==> config.mk <==
export PLATFORM = sky130hd
export DESIGN_NAME = spi_flash_shifter
export DESIGN_NICKNAME = d
export VERILOG_FILES = /design/src/rtl/spi_shf_pkg.sv /design/src/rtl/spi_shf_gap.sv /design/src/rtl/spi_shf_engine.sv /design/src/rtl/spi_shf_regs.sv /design/src/rtl/spi_flash_shifter.sv
export SDC_FILE = /design/constraint.sdc
export NUM_CORES = 1
export LEC_CHECK = 0
export BUFFER_PORTS_ARGS = -buffer_cell sky130_fd_sc_hd__buf_2
export CORE_MARGIN = 3
export CORE_UTILIZATION = 55
export DETAILED_ROUTE_END_ITERATION = 10
export PLACE_DENSITY_LB_ADDON = 0.15
export SLEW_MARGIN = 20
export SYNTH_ARGS = -nofsm -noshare
export SYNTH_HDL_FRONTEND = slang
export SYNTH_SLANG_ARGS = --single-unit
==> constraint.sdc <==
create_clock -name clk_i -period 6.17 [get_ports clk_i]
set_input_delay 1.234 -clock clk_i [delete_from_list [all_inputs] [get_ports clk_i]]
set_output_delay 1.234 -clock clk_i [all_outputs]
set_load 0.05 [all_outputs]
==> src/rtl/spi_shf_pkg.sv <==
package spi_shf_pkg;
  parameter int unsigned WORD_W = 32;

  typedef enum logic [1:0] {
    SEL_CFG  = 2'd0,
    SEL_CFG2 = 2'd1,
    SEL_CTRL = 2'd2,
    SEL_DATA = 2'd3
  } reg_sel_e;

  localparam int unsigned CS0_BIT = 31;
  localparam int unsigned CS1_BIT = 30;
  localparam int unsigned LEN_LSB = 28;
  localparam int unsigned RDY_BIT = 27;
  localparam int unsigned IOW_LSB = 25;
  localparam int unsigned IOW_W   = 2;
  localparam int unsigned DIV_LSB = 29;
  localparam int unsigned GAP_LSB = 23;
endpackage

==> src/rtl/spi_shf_gap.sv <==
module spi_shf_gap #(
  parameter int unsigned GAP_W = 4
) (
  input  logic             clk_i,
  input  logic             rst_ni,
  input  logic             load_i,
  input  logic [GAP_W-1:0] val_i,
  output logic             idle_o
);
  logic [GAP_W-1:0] cnt_q;

  always_ff @(posedge clk_i or negedge rst_ni) begin
    if (!rst_ni)               cnt_q <= '0;
    else if (load_i)           cnt_q <= val_i;
    else if (cnt_q != '0)      cnt_q <= cnt_q - 1'b1;
  end

  assign idle_o = (cnt_q == '0);
endmodule

==> src/rtl/spi_shf_engine.sv <==
module spi_shf_engine #(
  parameter int unsigned WORD_W = 32,
  parameter int unsigned DIV_W  = 3,
  parameter int unsigned LEN_W  = 2
) (
  input  logic              clk_i,
  input  logic              rst_ni,
  input  logic              start_i,
  input  logic              rd_i,
  input  logic [LEN_W-1:0]  len_i,
  input  logic [WORD_W-1:0] tx_i,
  input  logic [DIV_W-1:0]  div_i,
  input  logic              miso_i,
  output logic              busy_o,
  output logic              done_o,
  output logic              sclk_o,
  output logic              mosi_o,
  output logic [WORD_W-1:0] rx_o
);
  localparam int unsigned CNT_W = LEN_W + 4;
  localparam int unsigned SH_W  = LEN_W + 3;

  logic              busy_q, sclk_q, done_q, rd_q;
  logic [DIV_W-1:0]  div_cnt_q;
  logic [CNT_W-1:0]  bits_q;
  logic [LEN_W-1:0]  len_q;
  logic [WORD_W-1:0] tx_sh_q, rx_sh_q, rx_word_q;
  logic [CNT_W-1:0]  nbits;
  logic [SH_W-1:0]   shamt;

  // bits in burst = (len+1)*8; left-align shift = (max_len-len)*8
  assign nbits = {({1'b0, len_i} + 1'b1), 3'b000};
  assign shamt = {~len_q, 3'b000};

  always_ff @(posedge clk_i or negedge rst_ni) begin
    if (!rst_ni) begin
      busy_q    <= 1'b0;
      sclk_q    <= 1'b0;
      done_q    <= 1'b0;
      rd_q      <= 1'b0;
      div_cnt_q <= '0;
      bits_q    <= '0;
      len_q     <= '0;
      tx_sh_q   <= '0;
      rx_sh_q   <= '0;
      rx_word_q <= '0;
    end else begin
      done_q <= 1'b0;
      if (!busy_q) begin
        if (start_i) begin
          busy_q    <= 1'b1;
          sclk_q    <= 1'b0;
          div_cnt_q <= '0;
          bits_q    <= nbits;
          len_q     <= len_i;
          rd_q      <= rd_i;
          tx_sh_q   <= tx_i;
          rx_sh_q   <= '0;
        end
      end else if (div_cnt_q == div_i) begin
        div_cnt_q <= '0;
        sclk_q    <= ~sclk_q;
        if (!sclk_q) begin
          rx_sh_q <= {rx_sh_q[WORD_W-2:0], miso_i};
        end else begin
          tx_sh_q <= {tx_sh_q[WORD_W-2:0], 1'b0};
          bits_q  <= bits_q - 1'b1;
          if (bits_q == CNT_W'(1)) begin
            busy_q    <= 1'b0;
            done_q    <= 1'b1;
            rx_word_q <= rx_sh_q << shamt;
          end
        end
      end else begin
        div_cnt_q <= div_cnt_q + 1'b1;
      end
    end
  end

  assign busy_o = busy_q;
  assign done_o = done_q;
  assign sclk_o = sclk_q;
  assign mosi_o = busy_q & tx_sh_q[WORD_W-1];
  assign rx_o   = rx_word_q;

  p_sclk_idle_low_r4: assert property (@(posedge clk_i) disable iff (!rst_ni)
    !busy_q |-> !sclk_q);
  p_mosi_hold_high_r4: assert property (@(posedge clk_i) disable iff (!rst_ni)
    (busy_q && sclk_q) |-> $stable(mosi_o));
  p_rd_quiet_r6: assert property (@(posedge clk_i) disable iff (!rst_ni)
    (busy_q && rd_q) |-> !mosi_o);
  p_done_idle_r7: assert property (@(posedge clk_i) disable iff (!rst_ni)
    done_q |-> !busy_q);
endmodule

==> src/rtl/spi_shf_regs.sv <==
module spi_shf_regs
  import spi_shf_pkg::*;
#(
  parameter int unsigned DIV_W = 3,
  parameter int unsigned GAP_W = 4,
  parameter int unsigned LEN_W = 2
) (
  input  logic              clk_i,
  input  logic              rst_ni,
  input  logic              req_i,
  input  logic              we_i,
  input  reg_sel_e          sel_i,
  input  logic [WORD_W-1:0] wdata_i,
  output logic [WORD_W-1:0] rdata_o,
  output logic              rvalid_o,
  input  logic              ready_i,
  input  logic              eng_done_i,
  input  logic [WORD_W-1:0] eng_rx_i,
  output logic              start_o,
  output logic              start_rd_o,
  output logic [WORD_W-1:0] start_tx_o,
  output logic [LEN_W-1:0]  len_o,
  output logic [DIV_W-1:0]  div_o,
  output logic [GAP_W-1:0]  gap_o,
  output logic              cs_chg_o,
  output logic [1:0]        cs_no
);
  logic [DIV_W-1:0]  div_q;
  logic [GAP_W-1:0]  gap_q;
  logic [WORD_W-1:0] cfg2_q, rdata_q, rd_mux;
  logic [1:0]        cs_n_q;
  logic [LEN_W-1:0]  len_q;
  logic [IOW_W-1:0]  iow_q;
  logic              rd_pend_q, rvalid_q;
  logic              wr_ok, rd, data_wr_go, data_rd_go;
  logic [WORD_W-1:0] cfg_word, ctrl_word;

  assign wr_ok      = req_i && we_i && ready_i;
  assign rd         = req_i && !we_i;
  assign data_wr_go = wr_ok && (sel_i == SEL_DATA);
  assign data_rd_go = rd && (sel_i == SEL_DATA) && ready_i && (cs_n_q != 2'b11);

  assign start_o    = data_wr_go || data_rd_go;
  assign start_rd_o = data_rd_go;
  assign start_tx_o = data_wr_go ? wdata_i : '0;
  assign cs_chg_o   = wr_ok && (sel_i == SEL_CTRL) &&
                      ({wdata_i[CS1_BIT], wdata_i[CS0_BIT]} != cs_n_q);

  always_comb begin
    cfg_word = '0;
    cfg_word[DIV_LSB +: DIV_W] = div_q;
    cfg_word[GAP_LSB +: GAP_W] = gap_q;
    ctrl_word = '0;
    ctrl_word[CS0_BIT] = cs_n_q[0];
    ctrl_word[CS1_BIT] = cs_n_q[1];
    ctrl_word[LEN_LSB +: LEN_W] = len_q;
    ctrl_word[RDY_BIT] = ready_i;
    ctrl_word[IOW_LSB +: IOW_W] = iow_q;
    unique case (sel_i)
      SEL_CFG:  rd_mux = cfg_word;
      SEL_CFG2: rd_mux = cfg2_q;
      SEL_CTRL: rd_mux = ctrl_word;
      default:  rd_mux = eng_rx_i;
    endcase
  end

  always_ff @(posedge clk_i or negedge rst_ni) begin
    if (!rst_ni) begin
      div_q     <= '0;
      gap_q     <= '0;
      cfg2_q    <= '0;
      cs_n_q    <= 2'b11;
      len_q     <= '0;
      iow_q     <= '0;
      rd_pend_q <= 1'b0;
      rdata_q   <= '0;
      rvalid_q  <= 1'b0;
    end else begin
      rvalid_q <= 1'b0;
      if (wr_ok) begin
        unique case (sel_i)
          SEL_CFG: begin
            div_q <= wdata_i[DIV_LSB +: DIV_W];
            gap_q <= wdata_i[GAP_LSB +: GAP_W];
          end
          SEL_CFG2: cfg2_q <= wdata_i;
          SEL_CTRL: begin
            cs_n_q <= {wdata_i[CS1_BIT], wdata_i[CS0_BIT]};
            len_q  <= wdata_i[LEN_LSB +: LEN_W];
            iow_q  <= wdata_i[IOW_LSB +: IOW_W];
          end
          default: ;
        endcase
      end
      if (rd) begin
        if (data_rd_go) rd_pend_q <= 1'b1;
        else begin
          rdata_q  <= rd_mux;
          rvalid_q <= 1'b1;
        end
      end
      if (rd_pend_q && eng_done_i) begin
        rdata_q   <= eng_rx_i;
        rvalid_q  <= 1'b1;
        rd_pend_q <= 1'b0;
      end
    end
  end

  assign rdata_o  = rdata_q;
  assign rvalid_o = rvalid_q;
  assign len_o    = len_q;
  assign div_o    = div_q;
  assign gap_o    = gap_q;
  assign cs_no    = cs_n_q;

  p_reg_read_resp_r2: assert property (@(posedge clk_i) disable iff (!rst_ni)
    (rd && sel_i != SEL_DATA) |=> rvalid_q);
  p_ctrl_locked_r9: assert property (@(posedge clk_i) disable iff (!rst_ni)
    (req_i && we_i && !ready_i) |=> $stable(cs_n_q));
  p_one_pending_r6: assert property (@(posedge clk_i) disable iff (!rst_ni)
    rd_pend_q |-> !req_i);
endmodule

==> src/rtl/spi_flash_shifter.sv <==
module spi_flash_shifter
  import spi_shf_pkg::*;
#(
  parameter int unsigned DIV_W = 3,
  parameter int unsigned GAP_W = 4,
  parameter int unsigned LEN_W = 2
) (
  input  logic              clk_i,
  input  logic              rst_ni,
  input  logic              req_i,
  input  logic              we_i,
  input  logic [3:2]        addr_i,
  input  logic [WORD_W-1:0] wdata_i,
  output logic [WORD_W-1:0] rdata_o,
  output logic              rvalid_o,
  output logic              sclk_o,
  output logic              mosi_o,
  input  logic              miso_i,
  output logic [1:0]        cs_no
);
  logic              ready, eng_busy, eng_done, gap_idle;
  logic              eng_start, eng_rd, cs_chg;
  logic [WORD_W-1:0] eng_tx, eng_rx;
  logic [LEN_W-1:0]  len;
  logic [DIV_W-1:0]  div;
  logic [GAP_W-1:0]  gap;

  assign ready = !eng_busy && gap_idle;

  spi_shf_regs #(.DIV_W(DIV_W), .GAP_W(GAP_W), .LEN_W(LEN_W)) u_regs (
    .clk_i      (clk_i),
    .rst_ni     (rst_ni),
    .req_i      (req_i),
    .we_i       (we_i),
    .sel_i      (reg_sel_e'(addr_i)),
    .wdata_i    (wdata_i),
    .rdata_o    (rdata_o),
    .rvalid_o   (rvalid_o),
    .ready_i    (ready),
    .eng_done_i (eng_done),
    .eng_rx_i   (eng_rx),
    .start_o    (eng_start),
    .start_rd_o (eng_rd),
    .start_tx_o (eng_tx),
    .len_o      (len),
    .div_o      (div),
    .gap_o      (gap),
    .cs_chg_o   (cs_chg),
    .cs_no      (cs_no)
  );

  spi_shf_gap #(.GAP_W(GAP_W)) u_gap (
    .clk_i  (clk_i),
    .rst_ni (rst_ni),
    .load_i (cs_chg),
    .val_i  (gap),
    .idle_o (gap_idle)
  );

  spi_shf_engine #(.WORD_W(WORD_W), .DIV_W(DIV_W), .LEN_W(LEN_W)) u_eng (
    .clk_i   (clk_i),
    .rst_ni  (rst_ni),
    .start_i (eng_start),
    .rd_i    (eng_rd),
    .len_i   (len),
    .tx_i    (eng_tx),
    .div_i   (div),
    .miso_i  (miso_i),
    .busy_o  (eng_busy),
    .done_o  (eng_done),
    .sclk_o  (sclk_o),
    .mosi_o  (mosi_o),
    .rx_o    (eng_rx)
  );

  p_gap_no_start_r8: assert property (@(posedge clk_i) disable iff (!rst_ni)
    !gap_idle |-> !eng_start);
  p_busy_no_start_r9: assert property (@(posedge clk_i) disable iff (!rst_ni)
    eng_busy |-> !eng_start);
endmodule

==> results.txt <==
Status - finished, final reports clean
Flops & latches, synth - 193
# resized after CTS - 0
Overflow left after global routing - 0
Hold/Removal Path Class - reg -> reg
Pre-Repair DR Iteration Count - 5
Period utilization - 0.537
WP data arrival - 3630 ps
DR vias - 6,216
Worst EP required - 6480 ps
Pwr Total - 2550 uW
Die ar. - 18,300 um2
CP max stage delay - 680 ps
CTS H-tree lvls - 4
Fin Setup TNS - 0 ps
Detailed placement HPWL - 14,300 um
Post-synthesis sequential area ratio - 0.526
Syn Nets - 811
FF-to-FF path depth - 7
Final net count - 858
Peak VDD IR - 0.205 mV
Die Y - 135 um
Synth top area share - 0.521
RR Endpoint - u_eng.tx_sh_q[17]
Leading area contributor after synthesis - dfrtp_1
Initial Util - 0.570
Io pins - 76
GPL Wtd Cong - 0.897
Worst R2R Setup Slack - 2990 ps
Slew margin rel. - 0.307
# clock sinks - 193
Initial antenna violation count - 0
CTS tree - done
Worst r2r src - u_gap.cnt_q[0]
Main synth FF type - dfrtp_1
Post-Syn Area - 9180 um2
Clk_skew - 8.06 ps
Synth unique cells - 51
Worst path bufs/invs - 2
Synth Warn # - 0
Largest cells by area after synthesis - dfrtp_1 52%, mux2_2 11%, mux2_1 5.6%
Layout fillers - 1,284
Critical path peak fanout - 43
RSZ-0062 raised after global routing - no
Number of flops mapped to enable cells by yosys - 0
Slowest cell on crit path - nand3_2
Setup violations, final - 0
Worst Tran Pin Value - 1040 ps
P&R area growth vs syn - 12.0%
Final count of pins violating max slew - 0
Hold Path Origin - u_regs.cfg2_q[20]
Row count - 46
Die width - 135 um
Crit path time final - 3310 ps
Hold path endpoint - u_regs.cfg2_q[20]
Multi-input logic area - 3860 um2
Post-CTS setup repair buffer count - 0
Delay-heaviest family, CP - simple AND/OR/NAND/NOR gates
Post-Syn Instances - 766
Max clock buf depth - 2
Hold Vio Cnt, Final - 0
GRT Total Usage - 0.238
Via density per instance - 5.97
CP Capture Type - flip-flop
PortBufs - 75
Hold-fix buffers at CTS - 0
PwrDens - 248 nW/um2
WL/cell - 20.1 um
Leakage - 0.00516 uW
Worst-Skew Late Latency - 430 ps
Vias in the first global route - 6,439
Pin count of the biggest net entering global routing - 71
DRT Wirelength - 20,900 um
Fmax achieved - 302 MHz
Global-route wire length before repair - 34,400 um
Antenna cell count - 0
FF/Latch Area - 4830 um2
WP depth - 6
Setup CP Type - in -> reg
Startpoint Class - input pin
Initial DRC Count - 431
CP Cell Sequence - buf_2, and3_1, nand3_2, and2_1, buf_4, mux2_1
Fraction of layout cells with a size suffix above 1 - 0.265
CTS buffer count - 17
FFs w/ async S/R, synth - 1.00
Max-Cap Viols - 0
Syn avg cell area - 12.0 um2
DRC viols - 0
Core area - 16,100 um2
CTS Root Cell - clkbuf_16
Worst Hold Depth - 1
Detail Route Antenna Nets - 0
CTS clk-pin slew, worst paths - 70 ps
placed cells by master, fill, tap and decap left out, types with 4 or more instances in the layout:
cell and n:
mux2_2 89, ha_1 6, o21ai_0 36, a22oi_1 16
buf_4 13, nand3_1 4, xnor2_1 7, mux2_1 46
mux2i_1 39, a22o_1 49, nor2_1 18, nand2_1 21
o211ai_1 32, a21oi_1 16, nor3_1 5, dfrtp_1 191
nor2b_1 11, inv_1 57, clkbuf_16 17, and3_1 14
clkbuf_8 4, a2bb2oi_1 5, buf_2 74
worst max-delay path by stage:
stage,start,endpoint,slack [ps]
finish,addr_i[2],u_eng.tx_sh_q[17],2860
global route,addr_i[2],u_eng.tx_sh_q[14],2680
CTS,addr_i[2],u_eng.tx_sh_q[12],2880
detailed placement,addr_i[2],u_eng.tx_sh_q[23],2400
global placement,addr_i[2],u_eng.tx_sh_q[21],2510
floorplan,addr_i[2],u_gap.cnt_q[0],3470
cell families after synthesis:
family                     count (synthesis)  synth area share
DFF                                      193             0.526
AOI/OAI and AO/OA                        173             0.138
buffers and inverters                    117            0.0550
adders and majority gates                  6           0.00818
and+or+nand+nor                           95            0.0571
muxes                                    174             0.208
xor gates and xnor gates                   8           0.00763
metrics by stage:
stage	utilization	cells	instance area (um2)	hold slack, ps	setup slack (ps)
floorplan	-	766	9180	459	3470
global placement	0.599	1010	9660	474	2510
detailed placement	0.599	1010	9660	480	2400
CTS	0.638	1042	10300	496	2880
global route	0.638	1042	10300	513	2680
finish	0.638	1042	10300	491	2860
report_power, final:
group,internal [uW],switching [uW],total (uW)
registers,1280,12.9,1290
logic,32.2,79.5,112
clock network,673,477,1150
total,1980,570,2550
sequential cells by signal, summed over array words and instances, names as in the netlist:
signal            flops
u_eng.bits_q          6
u_eng.busy_o          1
u_eng.div_cnt_q       3
u_eng.done_o          1
u_eng.len_q           2
u_eng.rx_o           32
u_eng.rx_sh_q        32
u_eng.sclk_o          1
u_eng.tx_sh_q        32
u_gap.cnt_q           4
u_regs.cfg2_q        32
u_regs.cs_no          2
u_regs.div_o          3
u_regs.gap_o          4
u_regs.iow_q          2
u_regs.len_o          2
u_regs.rd_pend_q      1
u_regs.rdata_o       32
u_regs.rvalid_o       1
synth_stat cells, types with 2 or more instances:
library cell,instances
nor3_1,5
and2_1,3
nand2b_1,2
mux2i_1,39
o31ai_1,2
a21o_1,3
nand4_1,2
buf_4,5
a22oi_1,16
nand3_1,4
xnor2_1,7
dfstp_2,2
o211ai_1,32
o21ai_0,36
or2_2,2
nor4bb_1,2
ha_1,6
buf_6,4
mux2_1,46
mux2_2,89
nor2_1,19
inv_1,57
a21oi_1,16
nand2_1,21
and3_1,14
a222oi_1,2
clkbuf_1,33
a22o_1,49
o2bb2ai_1,3
buf_1,4
a2bb2oi_1,5
or3_1,2
buf_2,14
dfrtp_1,191
nor2b_1,11
o22ai_1,3
layout make-up:
class	count	area share
multi-input combinational	456	0.376
tap	216	0.0263
inverter	57	0.0208
timing repair buffer	88	0.0468
sequential	193	0.470
clock inverter	11	0.0148
clock buffer	21	0.0457
worst reg2reg max path, cell delays in order (launching register included):
cell,delay (ps)
dfrtp_1,420
inv_1,110
ha_1,190
nor4b_4,410
nand3_2,780
and2_1,470
buf_4,280
mux2_1,400
metal layers:
layer / GRT usage / vias up / share of wire
li1: - / 2851 / -
met1: 0.328 / 3171 / 0.45
met5: 0 / - / 0
met2: 0.391 / 171 / 0.49
met3: 0.0461 / 23 / 0.047
met4: 0.0633 / 0 / 0.016
Note: power is estimated with default switching activity, not from simulation.
